--- config.mk ---
export PLATFORM = sky130hd
export DESIGN_NAME = gpio_dual_irq
export DESIGN_NICKNAME = d
export VERILOG_FILES = /design/src/rtl/gpio_dual_pkg.sv /design/src/rtl/gpio_alias_reg.sv /design/src/rtl/gpio_edge_level.sv /design/src/rtl/gpio_status_bank.sv /design/src/rtl/gpio_wake.sv /design/src/rtl/gpio_dual_irq.sv
export SDC_FILE = /design/constraint.sdc
export NUM_CORES = 1
export LEC_CHECK = 0
export CAP_MARGIN = 30
export CORE_UTILIZATION = 40
export CTS_CLUSTER_SIZE = 30
export DETAILED_ROUTE_END_ITERATION = 8
export DONT_BUFFER_PORTS = 1
export HOLD_SLACK_MARGIN = 0.08
export PLACE_DENSITY_LB_ADDON = 0.1
export SYNTH_ARGS = -nofsm -noshare
export SYNTH_HDL_FRONTEND = slang
export SYNTH_SLANG_ARGS = --single-unit
--- constraint.sdc ---
create_clock -name clk -period 4 [get_ports clk]
set_clock_uncertainty 0.2 [all_clocks]
set_input_delay 0.8 -clock clk [delete_from_list [all_inputs] [get_ports clk]]
set_output_delay 0.8 -clock clk [all_outputs]
set_load 0.1 [all_outputs]
--- src/rtl/gpio_dual_pkg.sv ---
package gpio_dual_pkg;
   localparam int unsigned ADDR_W = 8;
   localparam int unsigned BUS_W  = 32;
   localparam int unsigned NBANK  = 2;

   localparam logic [ADDR_W-1:0] A_IDENT    = 8'h00;
   localparam logic [ADDR_W-1:0] A_SYSCFG   = 8'h10;
   localparam logic [ADDR_W-1:0] A_SYSSTAT  = 8'h14;
   localparam logic [ADDR_W-1:0] A_STAT0    = 8'h18;
   localparam logic [ADDR_W-1:0] A_EN0      = 8'h1c;
   localparam logic [ADDR_W-1:0] A_WAKEEN   = 8'h20;
   localparam logic [ADDR_W-1:0] A_STAT1    = 8'h28;
   localparam logic [ADDR_W-1:0] A_EN1      = 8'h2c;
   localparam logic [ADDR_W-1:0] A_CTRL     = 8'h30;
   localparam logic [ADDR_W-1:0] A_DIR      = 8'h34;
   localparam logic [ADDR_W-1:0] A_PINS     = 8'h38;
   localparam logic [ADDR_W-1:0] A_DOUT     = 8'h3c;
   localparam logic [ADDR_W-1:0] A_LVLLO    = 8'h40;
   localparam logic [ADDR_W-1:0] A_LVLHI    = 8'h44;
   localparam logic [ADDR_W-1:0] A_RISE     = 8'h48;
   localparam logic [ADDR_W-1:0] A_FALL     = 8'h4c;
   localparam logic [ADDR_W-1:0] A_DBEN     = 8'h50;
   localparam logic [ADDR_W-1:0] A_DBTIME   = 8'h54;
   localparam logic [ADDR_W-1:0] A_EN0_CLR  = 8'h60;
   localparam logic [ADDR_W-1:0] A_EN0_SET  = 8'h64;
   localparam logic [ADDR_W-1:0] A_EN1_CLR  = 8'h70;
   localparam logic [ADDR_W-1:0] A_EN1_SET  = 8'h74;
   localparam logic [ADDR_W-1:0] A_WAKE_CLR = 8'h80;
   localparam logic [ADDR_W-1:0] A_WAKE_SET = 8'h84;
   localparam logic [ADDR_W-1:0] A_DOUT_CLR = 8'h90;
   localparam logic [ADDR_W-1:0] A_DOUT_SET = 8'h94;

   localparam int unsigned CFG_W    = 5;
   localparam logic [CFG_W-1:0] CFG_KEEP = 5'h1d;
   localparam int unsigned SRST_BIT = 1;
   localparam int unsigned WAKE_BIT = 2;
   localparam int unsigned CTRL_W   = 3;
   localparam int unsigned DBT_W    = 8;

   typedef struct packed {
      logic full;
      logic clr;
      logic set;
   } alias_wr_t;
endpackage

--- src/rtl/gpio_alias_reg.sv ---
module gpio_alias_reg
   import gpio_dual_pkg::*;
#(
   parameter int unsigned W = 32,
   parameter logic [31:0] RST_VAL = 32'h0
) (
   input  logic         clk,
   input  logic         rst_n,
   input  logic         srst,
   input  alias_wr_t    wr,
   input  logic [W-1:0] wdata,
   output logic [W-1:0] q
);
   localparam logic [W-1:0] RV = RST_VAL[W-1:0];

   if (W < 1 || W > 32) begin : g_bad_w
      $error("gpio_alias_reg: W out of range");
   end

   always_ff @(posedge clk or negedge rst_n) begin
      if (!rst_n)       q <= RV;
      else if (srst)    q <= RV;
      else if (wr.full) q <= wdata;
      else if (wr.clr)  q <= q & ~wdata;
      else if (wr.set)  q <= q | wdata;
   end

   // set alias forces every written 1 on
   a_r8_set_alias: assert property (@(posedge clk) disable iff (!rst_n)
      (wr.set && !wr.full && !wr.clr && !srst) |=> ((q & $past(wdata)) == $past(wdata)));
   // clear alias forces every written 1 off
   a_r8_clr_alias: assert property (@(posedge clk) disable iff (!rst_n)
      (wr.clr && !wr.full && !srst) |=> ((q & $past(wdata)) == '0));
endmodule

--- src/rtl/gpio_edge_level.sv ---
module gpio_edge_level #(
   parameter int unsigned NPINS = 32
) (
   input  logic             clk,
   input  logic             rst_n,
   input  logic [NPINS-1:0] pin_in,
   input  logic [NPINS-1:0] dir_in,
   input  logic [NPINS-1:0] rise_en,
   input  logic [NPINS-1:0] fall_en,
   input  logic [NPINS-1:0] lo_en,
   input  logic [NPINS-1:0] hi_en,
   output logic [NPINS-1:0] ev,
   output logic [NPINS-1:0] sampled
);
   logic [NPINS-1:0] prev_q;

   always_ff @(posedge clk or negedge rst_n) begin
      if (!rst_n) prev_q <= '0;
      else        prev_q <= pin_in;
   end

   assign sampled = prev_q;

   for (genvar i = 0; i < NPINS; i++) begin : g_pin
      logic rise_i, fall_i, lvl_i;
      assign rise_i = pin_in[i] & ~prev_q[i] & rise_en[i];
      assign fall_i = ~pin_in[i] & prev_q[i] & fall_en[i];
      assign lvl_i  = pin_in[i] ? hi_en[i] : lo_en[i];
      assign ev[i]  = dir_in[i] & (rise_i | fall_i | lvl_i);
   end

   // a pin configured as output never raises an event
   a_r4_out_quiet: assert property (@(posedge clk) disable iff (!rst_n)
      ((ev & ~dir_in) == '0));
endmodule

--- src/rtl/gpio_status_bank.sv ---
module gpio_status_bank #(
   parameter int unsigned NPINS = 32
) (
   input  logic             clk,
   input  logic             rst_n,
   input  logic             srst,
   input  logic [NPINS-1:0] ev,
   input  logic             clr_wr,
   input  logic [NPINS-1:0] wdata,
   input  logic [NPINS-1:0] en,
   output logic [NPINS-1:0] stat,
   output logic             irq
);
   logic [NPINS-1:0] clr_mask;

   assign clr_mask = clr_wr ? wdata : '0;

   always_ff @(posedge clk or negedge rst_n) begin
      if (!rst_n)    stat <= '0;
      else if (srst) stat <= '0;
      else           stat <= (stat & ~clr_mask) | ev;
   end

   assign irq = |(stat & en);

   // every event bit is present after the edge, even under a clear
   a_r6_event_wins: assert property (@(posedge clk) disable iff (!rst_n)
      (!srst && (|ev)) |=> ((stat & $past(ev)) == $past(ev)));
   // bits not written with 1 are never lost
   a_r6_keep_unwritten: assert property (@(posedge clk) disable iff (!rst_n)
      !srst |=> ((stat & $past(stat) & ~$past(clr_mask)) == ($past(stat) & ~$past(clr_mask))));
endmodule

--- src/rtl/gpio_wake.sv ---
module gpio_wake #(
   parameter int unsigned NPINS = 32
) (
   input  logic             clk,
   input  logic             rst_n,
   input  logic             srst,
   input  logic [NPINS-1:0] ev,
   input  logic [NPINS-1:0] wake_en,
   input  logic             cfg_ok,
   output logic             wake_req
);
   always_ff @(posedge clk or negedge rst_n) begin
      if (!rst_n)    wake_req <= 1'b0;
      else if (srst) wake_req <= 1'b0;
      else           wake_req <= cfg_ok & (|(ev & wake_en));
   end

   // no wakeup unless the idle configuration allowed it at the prior edge
   a_r12_wake_gated: assert property (@(posedge clk) disable iff (!rst_n)
      wake_req |-> ($past(cfg_ok) && ((($past(ev) & $past(wake_en)) != '0))));
endmodule

--- src/rtl/gpio_dual_irq.sv ---
module gpio_dual_irq
   import gpio_dual_pkg::*;
#(
   parameter int unsigned NPINS  = 32,
   parameter logic [31:0] REV_ID = 32'h0000_0018
) (
   input  logic              clk,
   input  logic              rst_n,
   input  logic [7:0]        reg_addr,
   input  logic              reg_wr,
   input  logic [31:0]       reg_wdata,
   output logic [31:0]       reg_rdata,
   input  logic [NPINS-1:0]  pin_in,
   output logic [NPINS-1:0]  pin_out,
   output logic              irq_a,
   output logic              irq_b,
   output logic              wake_req
);
   localparam logic [31:0] ALL_ONES = 32'hFFFF_FFFF;

   if (NPINS < 1 || NPINS > BUS_W) begin : g_bad_npins
      $error("gpio_dual_irq: NPINS must be 1..32");
   end

   logic [NPINS-1:0] wd;
   logic             unused_wdata;
   assign wd           = reg_wdata[NPINS-1:0];
   assign unused_wdata = ^reg_wdata;

   function automatic alias_wr_t dec(input logic [7:0] a, input logic [7:0] full_a,
                                     input logic [7:0] clr_a, input logic [7:0] set_a,
                                     input logic has_alias, input logic we);
      alias_wr_t r;
      r.full = we && (a == full_a);
      r.clr  = we && has_alias && (a == clr_a);
      r.set  = we && has_alias && (a == set_a);
      return r;
   endfunction

   // soft reset strobe
   logic srst;
   assign srst = reg_wr && (reg_addr == A_SYSCFG) && reg_wdata[SRST_BIT];

   // configuration register: loaded on every write, masked
   logic [CFG_W-1:0] syscfg_q;
   gpio_alias_reg #(.W(CFG_W)) u_syscfg (
      .clk(clk), .rst_n(rst_n), .srst(1'b0),
      .wr(dec(reg_addr, A_SYSCFG, A_SYSCFG, A_SYSCFG, 1'b0, reg_wr)),
      .wdata(reg_wdata[CFG_W-1:0] & CFG_KEEP), .q(syscfg_q));

   logic [CTRL_W-1:0] ctrl_q;
   gpio_alias_reg #(.W(CTRL_W)) u_ctrl (
      .clk(clk), .rst_n(rst_n), .srst(srst),
      .wr(dec(reg_addr, A_CTRL, A_CTRL, A_CTRL, 1'b0, reg_wr)),
      .wdata(reg_wdata[CTRL_W-1:0]), .q(ctrl_q));

   logic [DBT_W-1:0] dbtime_q;
   gpio_alias_reg #(.W(DBT_W)) u_dbtime (
      .clk(clk), .rst_n(rst_n), .srst(srst),
      .wr(dec(reg_addr, A_DBTIME, A_DBTIME, A_DBTIME, 1'b0, reg_wr)),
      .wdata(reg_wdata[DBT_W-1:0]), .q(dbtime_q));

   // per-pin registers, table-driven
   localparam int unsigned NPREG = 11;
   localparam int unsigned P_DIR = 0, P_DOUT = 1, P_LO = 2, P_HI = 3, P_RISE = 4,
                           P_FALL = 5, P_DBEN = 6, P_WAKE = 7, P_EN0 = 8, P_EN1 = 9,
                           P_SPARE = 10;

   function automatic logic [7:0] preg_addr(input int unsigned k, input int unsigned sel);
      // sel 0: direct, 1: clear alias, 2: set alias
      logic [7:0] base, c, s;
      base = 8'hff; c = 8'hff; s = 8'hff;
      case (k)
         P_DIR:  base = A_DIR;
         P_DOUT: begin base = A_DOUT;   c = A_DOUT_CLR; s = A_DOUT_SET; end
         P_LO:   base = A_LVLLO;
         P_HI:   base = A_LVLHI;
         P_RISE: base = A_RISE;
         P_FALL: base = A_FALL;
         P_DBEN: base = A_DBEN;
         P_WAKE: begin base = A_WAKEEN; c = A_WAKE_CLR; s = A_WAKE_SET; end
         P_EN0:  begin base = A_EN0;    c = A_EN0_CLR;  s = A_EN0_SET;  end
         P_EN1:  begin base = A_EN1;    c = A_EN1_CLR;  s = A_EN1_SET;  end
         default: ;
      endcase
      return (sel == 0) ? base : (sel == 1) ? c : s;
   endfunction

   logic [NPINS-1:0] preg [NPREG];

   for (genvar k = 0; k < NPREG; k++) begin : g_preg
      localparam logic [7:0] FA = preg_addr(k, 0);
      localparam logic [7:0] CA = preg_addr(k, 1);
      localparam logic [7:0] SA = preg_addr(k, 2);
      localparam bit HAS_AL = (CA != 8'hff);
      if (FA == 8'hff) begin : g_none
         assign preg[k] = '0;
      end else begin : g_reg
         gpio_alias_reg #(.W(NPINS), .RST_VAL((k == P_DIR) ? ALL_ONES : 32'h0)) u_r (
            .clk(clk), .rst_n(rst_n), .srst(srst),
            .wr(dec(reg_addr, FA, CA, SA, HAS_AL, reg_wr)),
            .wdata(wd), .q(preg[k]));
      end
   end

   // detection
   logic [NPINS-1:0] ev, sampled;
   gpio_edge_level #(.NPINS(NPINS)) u_det (
      .clk(clk), .rst_n(rst_n), .pin_in(pin_in), .dir_in(preg[P_DIR]),
      .rise_en(preg[P_RISE]), .fall_en(preg[P_FALL]),
      .lo_en(preg[P_LO]), .hi_en(preg[P_HI]),
      .ev(ev), .sampled(sampled));

   // two mirrored status banks
   logic [NPINS-1:0] stat [NBANK];
   logic [NBANK-1:0] bank_irq;

   for (genvar b = 0; b < NBANK; b++) begin : g_bank
      localparam logic [7:0] SA = (b == 0) ? A_STAT0 : A_STAT1;
      gpio_status_bank #(.NPINS(NPINS)) u_bank (
         .clk(clk), .rst_n(rst_n), .srst(srst), .ev(ev),
         .clr_wr(reg_wr && (reg_addr == SA)), .wdata(wd),
         .en(preg[(b == 0) ? P_EN0 : P_EN1]),
         .stat(stat[b]), .irq(bank_irq[b]));
   end

   assign irq_a = bank_irq[0];
   assign irq_b = bank_irq[1];

   // wakeup
   logic cfg_ok;
   assign cfg_ok = syscfg_q[WAKE_BIT] && (syscfg_q[4:3] != 2'b00);

   gpio_wake #(.NPINS(NPINS)) u_wake (
      .clk(clk), .rst_n(rst_n), .srst(srst), .ev(ev),
      .wake_en(preg[P_WAKE]), .cfg_ok(cfg_ok), .wake_req(wake_req));

   // pin drive
   assign pin_out = preg[P_DOUT] & ~preg[P_DIR];

   // read mux
   always_comb begin
      reg_rdata = '0;
      case (reg_addr)
         A_IDENT:                          reg_rdata = REV_ID;
         A_SYSCFG:                         reg_rdata = 32'(syscfg_q);
         A_SYSSTAT:                        reg_rdata = 32'h1;
         A_STAT0:                          reg_rdata = 32'(stat[0]);
         A_STAT1:                          reg_rdata = 32'(stat[1]);
         A_EN0, A_EN0_CLR, A_EN0_SET:      reg_rdata = 32'(preg[P_EN0]);
         A_EN1, A_EN1_CLR, A_EN1_SET:      reg_rdata = 32'(preg[P_EN1]);
         A_WAKEEN, A_WAKE_CLR, A_WAKE_SET: reg_rdata = 32'(preg[P_WAKE]);
         A_CTRL:                           reg_rdata = 32'(ctrl_q);
         A_DIR:                            reg_rdata = 32'(preg[P_DIR]);
         A_PINS:                           reg_rdata = 32'(sampled);
         A_DOUT, A_DOUT_CLR, A_DOUT_SET:   reg_rdata = 32'(preg[P_DOUT]);
         A_LVLLO:                          reg_rdata = 32'(preg[P_LO]);
         A_LVLHI:                          reg_rdata = 32'(preg[P_HI]);
         A_RISE:                           reg_rdata = 32'(preg[P_RISE]);
         A_FALL:                           reg_rdata = 32'(preg[P_FALL]);
         A_DBEN:                           reg_rdata = 32'(preg[P_DBEN]);
         A_DBTIME:                         reg_rdata = 32'(dbtime_q);
         default:                          reg_rdata = '0;
      endcase
   end

   // soft reset restores the reset state of direction, enables and status
   a_r11_soft_reset: assert property (@(posedge clk) disable iff (!rst_n)
      srst |=> ((preg[P_DIR] == '1) && (preg[P_EN0] == '0) && (preg[P_EN1] == '0)
                && (stat[0] == '0) && (stat[1] == '0) && !wake_req));
   // output pins follow the output data written one edge earlier
   a_r9_drive: assert property (@(posedge clk) disable iff (!rst_n)
      (reg_wr && reg_addr == A_DOUT && !srst) |=> ((pin_out | preg[P_DIR]) == ($past(wd) | preg[P_DIR])));
endmodule

Word level (Yosys, flattened, before mapping)
Index checks and enable logic that the tools add are counted.
- register bits: 432
- bits of input ports: 75
- output and inout bits: 67
- equality and inequality tests: 25
- multiplexer cells: 70
- bitwise operators: 309
- reductions and logical operators: 46
- operators with widths (cell ; number):
    2-to-1 mux 32 bit ; 32
    one-hot mux 32 bit (18 select lines) ; 1
    bitwise AND 32 bit ; 10
    bitwise OR 32 bit ; 6
    bitwise AND 1 bit ; 161
    inverter 32 bit ; 4
    OR reduction 32 bit ; 3
    == test 8 x 7 -> 1 bit (second input constant) ; 10
    inverter 1 bit ; 64
    bitwise OR 1 bit ; 64
    == test 8 x 6 -> 1 bit (second input constant) ; 7
    2-to-1 mux 1 bit ; 33
    == test 8 x 5 -> 1 bit (second input constant) ; 4
    == test 8 bit (second input constant) ; 4
    logical AND 1 bit ; 25
    nonzero test 2 bit ; 9
    2-to-1 mux 8 bit ; 2
    nonzero test 4 bit ; 4
    OR reduction 3 bit ; 4
    logical NOT 8 bit ; 1
    2-to-1 mux 3 bit ; 2

Logic depth before layout (Yosys ltp)
- depth in word-level cells: 10
- mapped depth: 10
- gate-level depth less buffers: 6

Cells and area by module
Synthesis repeated with hierarchy kept, for this count alone.
- cells, all modules: 2669
- area total of the unflattened synthesis: 29369.4 µm²
- modules (own cells, without submodules) (module ; instances ; cells each ; area each (µm²) ; sequential area each (µm²)):
    gpio_alias_reg (g_preg[1].g_reg.u_r ...) ; 9 ; 145 ; 1978.1 ; 800.8
    gpio_dual_irq ; 1 ; 589 ; 3968.8 ; 0.0
    gpio_status_bank ; 2 ; 155 ; 1391.3 ; 800.8
    gpio_alias_reg (g_preg[0].g_reg.u_r) ; 1 ; 211 ; 2040.7 ; 840.8
    gpio_edge_level ; 1 ; 160 ; 1721.7 ; 800.8
    gpio_alias_reg (u_dbtime) ; 1 ; 36 ; 437.9 ; 200.2
    gpio_alias_reg (u_syscfg) ; 1 ; 22 ; 267.8 ; 125.1
    gpio_wake ; 1 ; 23 ; 188.9 ; 25.0
    gpio_alias_reg (u_ctrl) ; 1 ; 13 ; 157.7 ; 75.1

Worst setup path after synthesis
No wires, ideal clock.
- path kind: input -> output
- start: input port reg_addr[4]
- end: output port reg_rdata[12]
- arrival: 3311 ps
- required time: 3000 ps
- setup slack: -311 ps
- stages: 8
- path buffers: 4
- path through: buf_2 -> buf_2 -> buf_1 -> buf_2 -> mux2i_1 -> o21ai_0 -> a222oi_1 -> nand4_1
- word-level cells in the longest chain between the ends: 3
- elaborated cells on any way between the ends: 31
- classes of those cells: 25 x eq/ne; 1 x mux; 5 x reduce/logical
- ends and longest elaborated chain (item ; RTL line ; source):
    start: declaration ; gpio_dual_irq.sv:9 ; input logic [7:0] reg_addr,
    == test 8 x 6 -> 1 bit, or another cell as far along ; gpio_dual_irq.sv:144 ; case (reg_addr)
    OR reduction 3 bit ; gpio_dual_irq.sv:144 ;
    one-hot mux 32 bit (18 select lines) (*) ; gpio_dual_irq.sv:144 ;
    end: declaration ; gpio_dual_irq.sv:12 ; output logic [31:0] reg_rdata,
Mark *: on every way between the ends. The rest lies on a longest branch, timed or not.

Final worst setup path
- start: input port reg_addr[4]
- end: output port reg_rdata[17]
Same word-level chain as after synthesis.

==> flow_summary.json <==
{
  "cp_slowest_cell": "nor3_2",
  "synthToLayoutAreaGrowth_pct": 20.9,
  "ir_drop_mv": 0.405,
  "worstPathArrival_ns": 3.13,
  "antenna_found_initial": 1,
  "crit_fanout": 36,
  "hold_viol_final": 204,
  "synth_area_mm2": 0.0224,
  "dp.final_hpwl_um": 69700,
  "tightest_slew_ns": 2.20,
  "path_cells": "nand2_1, nor3_2, a32oi_1, o22ai_1, a2111oi_1, buf_4, nand3_1, buf_4, buf_4",
  "synth_ff_type": "dfrtp_1",
  "critPathCaptureType": "output pin",
  "vias": 21752,
  "vias_per_cell": 6.55,
  "final_layout_size_suffix_gt1_share_pct": 14.7,
  "grt_use_total_pct": 37.1,
  "grtUsageMet3_pct": 8.43,
  "worst_path_largest_cell_delay_ns": 0.76,
  "grt_pass1_wl_um": 152000,
  "hold_class": "in -> async",
  "p_per_area_mw_per_mm2": 461,
  "period_share_pct": 103,
  "dpl_cell_area_mm2": 0.0248,
  "combPwrFrac_pct": 14.5,
  "power.sequential.fraction_pct": 46.4,
  "clk_latency_ns": 0.63,
  "violations": "hold timing, slew limit, setup timing",
  "io-pin-count": 142,
  "grt_busiest_layer": "met2",
  "grt_pass1_vias": 20634,
  "grt_max_degree": 433,
  "slew_headroom_pct": -46.8,
  "async_flop_share_pct": 100,
  "max_freq_mhz": 242,
  "cp.buffers_inverters": 3,
  "fin_area_mm2": 0.0271,
  "antenna_left": 0,
  "postSynthNetCount": 2550,
  "p_int_uw": 8540,
  "wirelength_um": 106000,
  "synth_edf_count": 0,
  "outcome": "complete, but fails checks",
  "ys.warnings.count": 0,
  "dp_slack_ns": -0.0629,
  "synth.distinct_cells": 60,
  "hold_ws_ns": -0.284,
  "core-area_mm2": 0.0552,
  "start_util_pct": 40.6,
  "dieArea_mm2": 0.0569,
  "synthCells": 2475,
  "switchingPower_uw": 3920,
  "routedWlPerCell_um": 31.9,
  "maxSlewViolCount": 211,
  "seq_area_frac_synth_pct": 48.5,
  "dr.pass1.iters": 6,
  "setup_ws_ns": -0.130,
  "leakagePower_uw": 0.0127,
  "htreeDepth": 2,
  "io_buffers": 0,
  "tns_ns": -0.130,
  "cts_tree": "yes",
  "fin_crit_ns": 4.13,
  "p_sw_share_pct": 31.5,
  "cpLargestDelayFamily": "simple AND/OR/NAND/NOR gates",
  "drt-initial-drc-count": 3079,
  "die_width_um": 239,
  "cp.required_ns": 3.00,
  "start_kind": "input pin",
  "fin_util_pct": 49.0,
  "drc": 0,
  "met2_usage_pct": 54.8,
  "cts.clk_slew.worst_paths_ns": 0.06,
  "fin_nets": 2603,
  "cts_hold_buf": 49,
  "cap_viol_max_count": 0,
  "gp_congestion": 1.04,
  "rsz0062_at_grt": "false",
  "ys_ff_latch": 432,
  "die_h_um": 239,
  "fp-row-count": 86,
  "clk_path_buf_depth": 3,
  "crit_top_cell": "buf_4",
  "root_buffer": "clkbuf_16",
  "avgSynthCellArea_um2": 9.04,
  "numCtsBuffers": 51,
  "setup_viol": 1,
  "crit_type": "in -> out",
  "use_met1_pct": 51.3,
  "cts.sinks": 432,
  "overflow": 0,
  "clkPwrFrac_pct": 39.2
}
## cell usage after synthesis (32+ instances only)
| master | instances | area (µm²) |
|---|---|---|
| dfstp_2 | 32 | 841 |
| inv_1 | 38 | 143 |
| dfrtp_1 | 400 | 10000 |
| a21oi_1 | 158 | 791 |
| buf_2 | 54 | 270 |
| a22oi_1 | 137 | 1030 |
| a211o_1 | 33 | 289 |
| clkbuf_1 | 148 | 556 |
| a221oi_1 | 36 | 315 |
| a32o_1 | 33 | 330 |
| o21ai_0 | 131 | 656 |
| mux2i_1 | 131 | 1310 |
| o311a_1 | 32 | 320 |
| nand2_1 | 335 | 1260 |
| nor2_1 | 301 | 1130 |
| nor2b_1 | 74 | 463 |
| nand3_1 | 176 | 881 |
## worst paths after layout
kind / start / to / slack (ns) / depth (start not counted)
worst min-delay path: rst_n / g_preg[2].g_reg.u_r.q[2]$_DFFE_PN0P_ / -0.28 / 0
worst max register to register: g_preg[4].g_reg.u_r.q[28]$_DFFE_PN0P_ / u_wake.wake_req$_DFF_PN0_ / 1.36 / 6
worst min register to register: g_preg[0].g_reg.u_r.q[5]$_DFFE_PN1P_ / g_preg[0].g_reg.u_r.q[5]$_DFFE_PN1P_ / 0.31 / 2
min in group clk: reg_wdata[18] / g_preg[8].g_reg.u_r.q[18]$_DFFE_PN0P_ / 0.10 / 2
worst max-delay path: reg_addr[4] / reg_rdata[17] / -0.13 / 9
max in group asynchronous: rst_n / g_preg[9].g_reg.u_r.q[30]$_DFFE_PN0P_ / 2.17 / 0
## routing by layer
layer | vias to the layer above | part of all wire [%] | wire length (µm)
met1 | 11064 | 40 | 42800
met3 | 253 | 11 | 11800
met4 | 0 | 5.1 | 5400
met2 | 1424 | 43 | 46000
met5 | - | 0 | 0
li1 | 9011 | - | -
## power by group through the flow
stage / clock network, µW / registers (µW) / logic, µW
after CTS: 4900 / 5730 / 1750
final: 4880 / 5780 / 1800
after detailed placement: 0 / 5800 / 1690
after global routing: 5060 / 5800 / 1930
after global placement: 0 / 5800 / 1480
after floorplan: 0 / 5340 / 1300
## repair_timing
item / 4_1_cts / 5_1_grt
resized for setup: 1 / 0
endpoints found under the hold margin: 491 / 414
endpoints found under the setup margin: 1 / 0
buffers inserted: 0 / 0
## registers in the layout (all words and copies together), names as in the netlist
name                cells
g_bank.u_bank.stat     64
u_dbtime.q              8
u_ctrl.q                3
u_wake.wake_req         1
u_syscfg.q              4
g_preg.g_reg.u_r.q    320
u_det.sampled          32
## metrics by stage
step,cells,power [µW]
6_report,3319,12500
5_1_grt,3318,12800
4_1_cts,3317,12400
3_3_place_gp,3141,7290
3_5_place_dp,3173,7500
2_1_floorplan,2475,6640
## layout by cell type, fill, tap and decap left out, types with 11 or more instances in the layout
| cell type | synthesis | routed |
|---|---|---|
| dfrtp_1 | 400 | 400 |
| nand2_1 | 335 | 334 |
| nor2_1 | 301 | 297 |
| nand3_1 | 176 | 169 |
| a21oi_1 | 158 | 156 |
| a22oi_1 | 137 | 137 |
| mux2i_1 | 131 | 131 |
| o21ai_0 | 131 | 131 |
| buf_4 | 4 | 95 |
| clkbuf_16 | 0 | 52 |
| dlygate4sd3_1 | 0 | 49 |
| buf_12 | 0 | 47 |
| nor2b_1 | 74 | 42 |
| inv_1 | 38 | 38 |
| a221oi_1 | 36 | 36 |
| a211o_1 | 33 | 33 |
| a32o_1 | 33 | 33 |
| o311a_1 | 32 | 32 |
| nor2b_2 | 0 | 32 |
| dfstp_2 | 32 | 32 |
| a22o_1 | 31 | 31 |
| o21ai_1 | 30 | 30 |
| buf_8 | 0 | 28 |
| mux2_2 | 16 | 16 |
| a222oi_1 | 16 | 16 |
| o22ai_1 | 15 | 14 |
| clkbuf_1 | 148 | 13 |
| nand4_1 | 12 | 12 |
| clkbuf_8 | 0 | 11 |
## layout make-up
| class | count | area [µm²] |
|---|---|---|
| inverter | 38 | 143 |
| clock buffer | 76 | 1500 |
| antenna | 1 | 2.50 |
| fill | 5196 | 28100 |
| sequential | 432 | 10900 |
| timing repair buffer | 224 | 2700 |
| clock inverter | 19 | 226 |
| multi-input combinational | 1781 | 10700 |
| tap | 748 | 936 |
## kinds of logic (layout without fill, tap and decap cells)
logic type | after synthesis | in the layout | synth area share, %
simple gates | 944 | 944 | 18.5
compound gates | 687 | 687 | 21.2
other cells | 0 | 1 | 0
flops | 432 | 432 | 48.5
mux | 150 | 150 | 6.96
buf+inv | 262 | 357 | 4.86
Power figures use the tool's default switching activity.
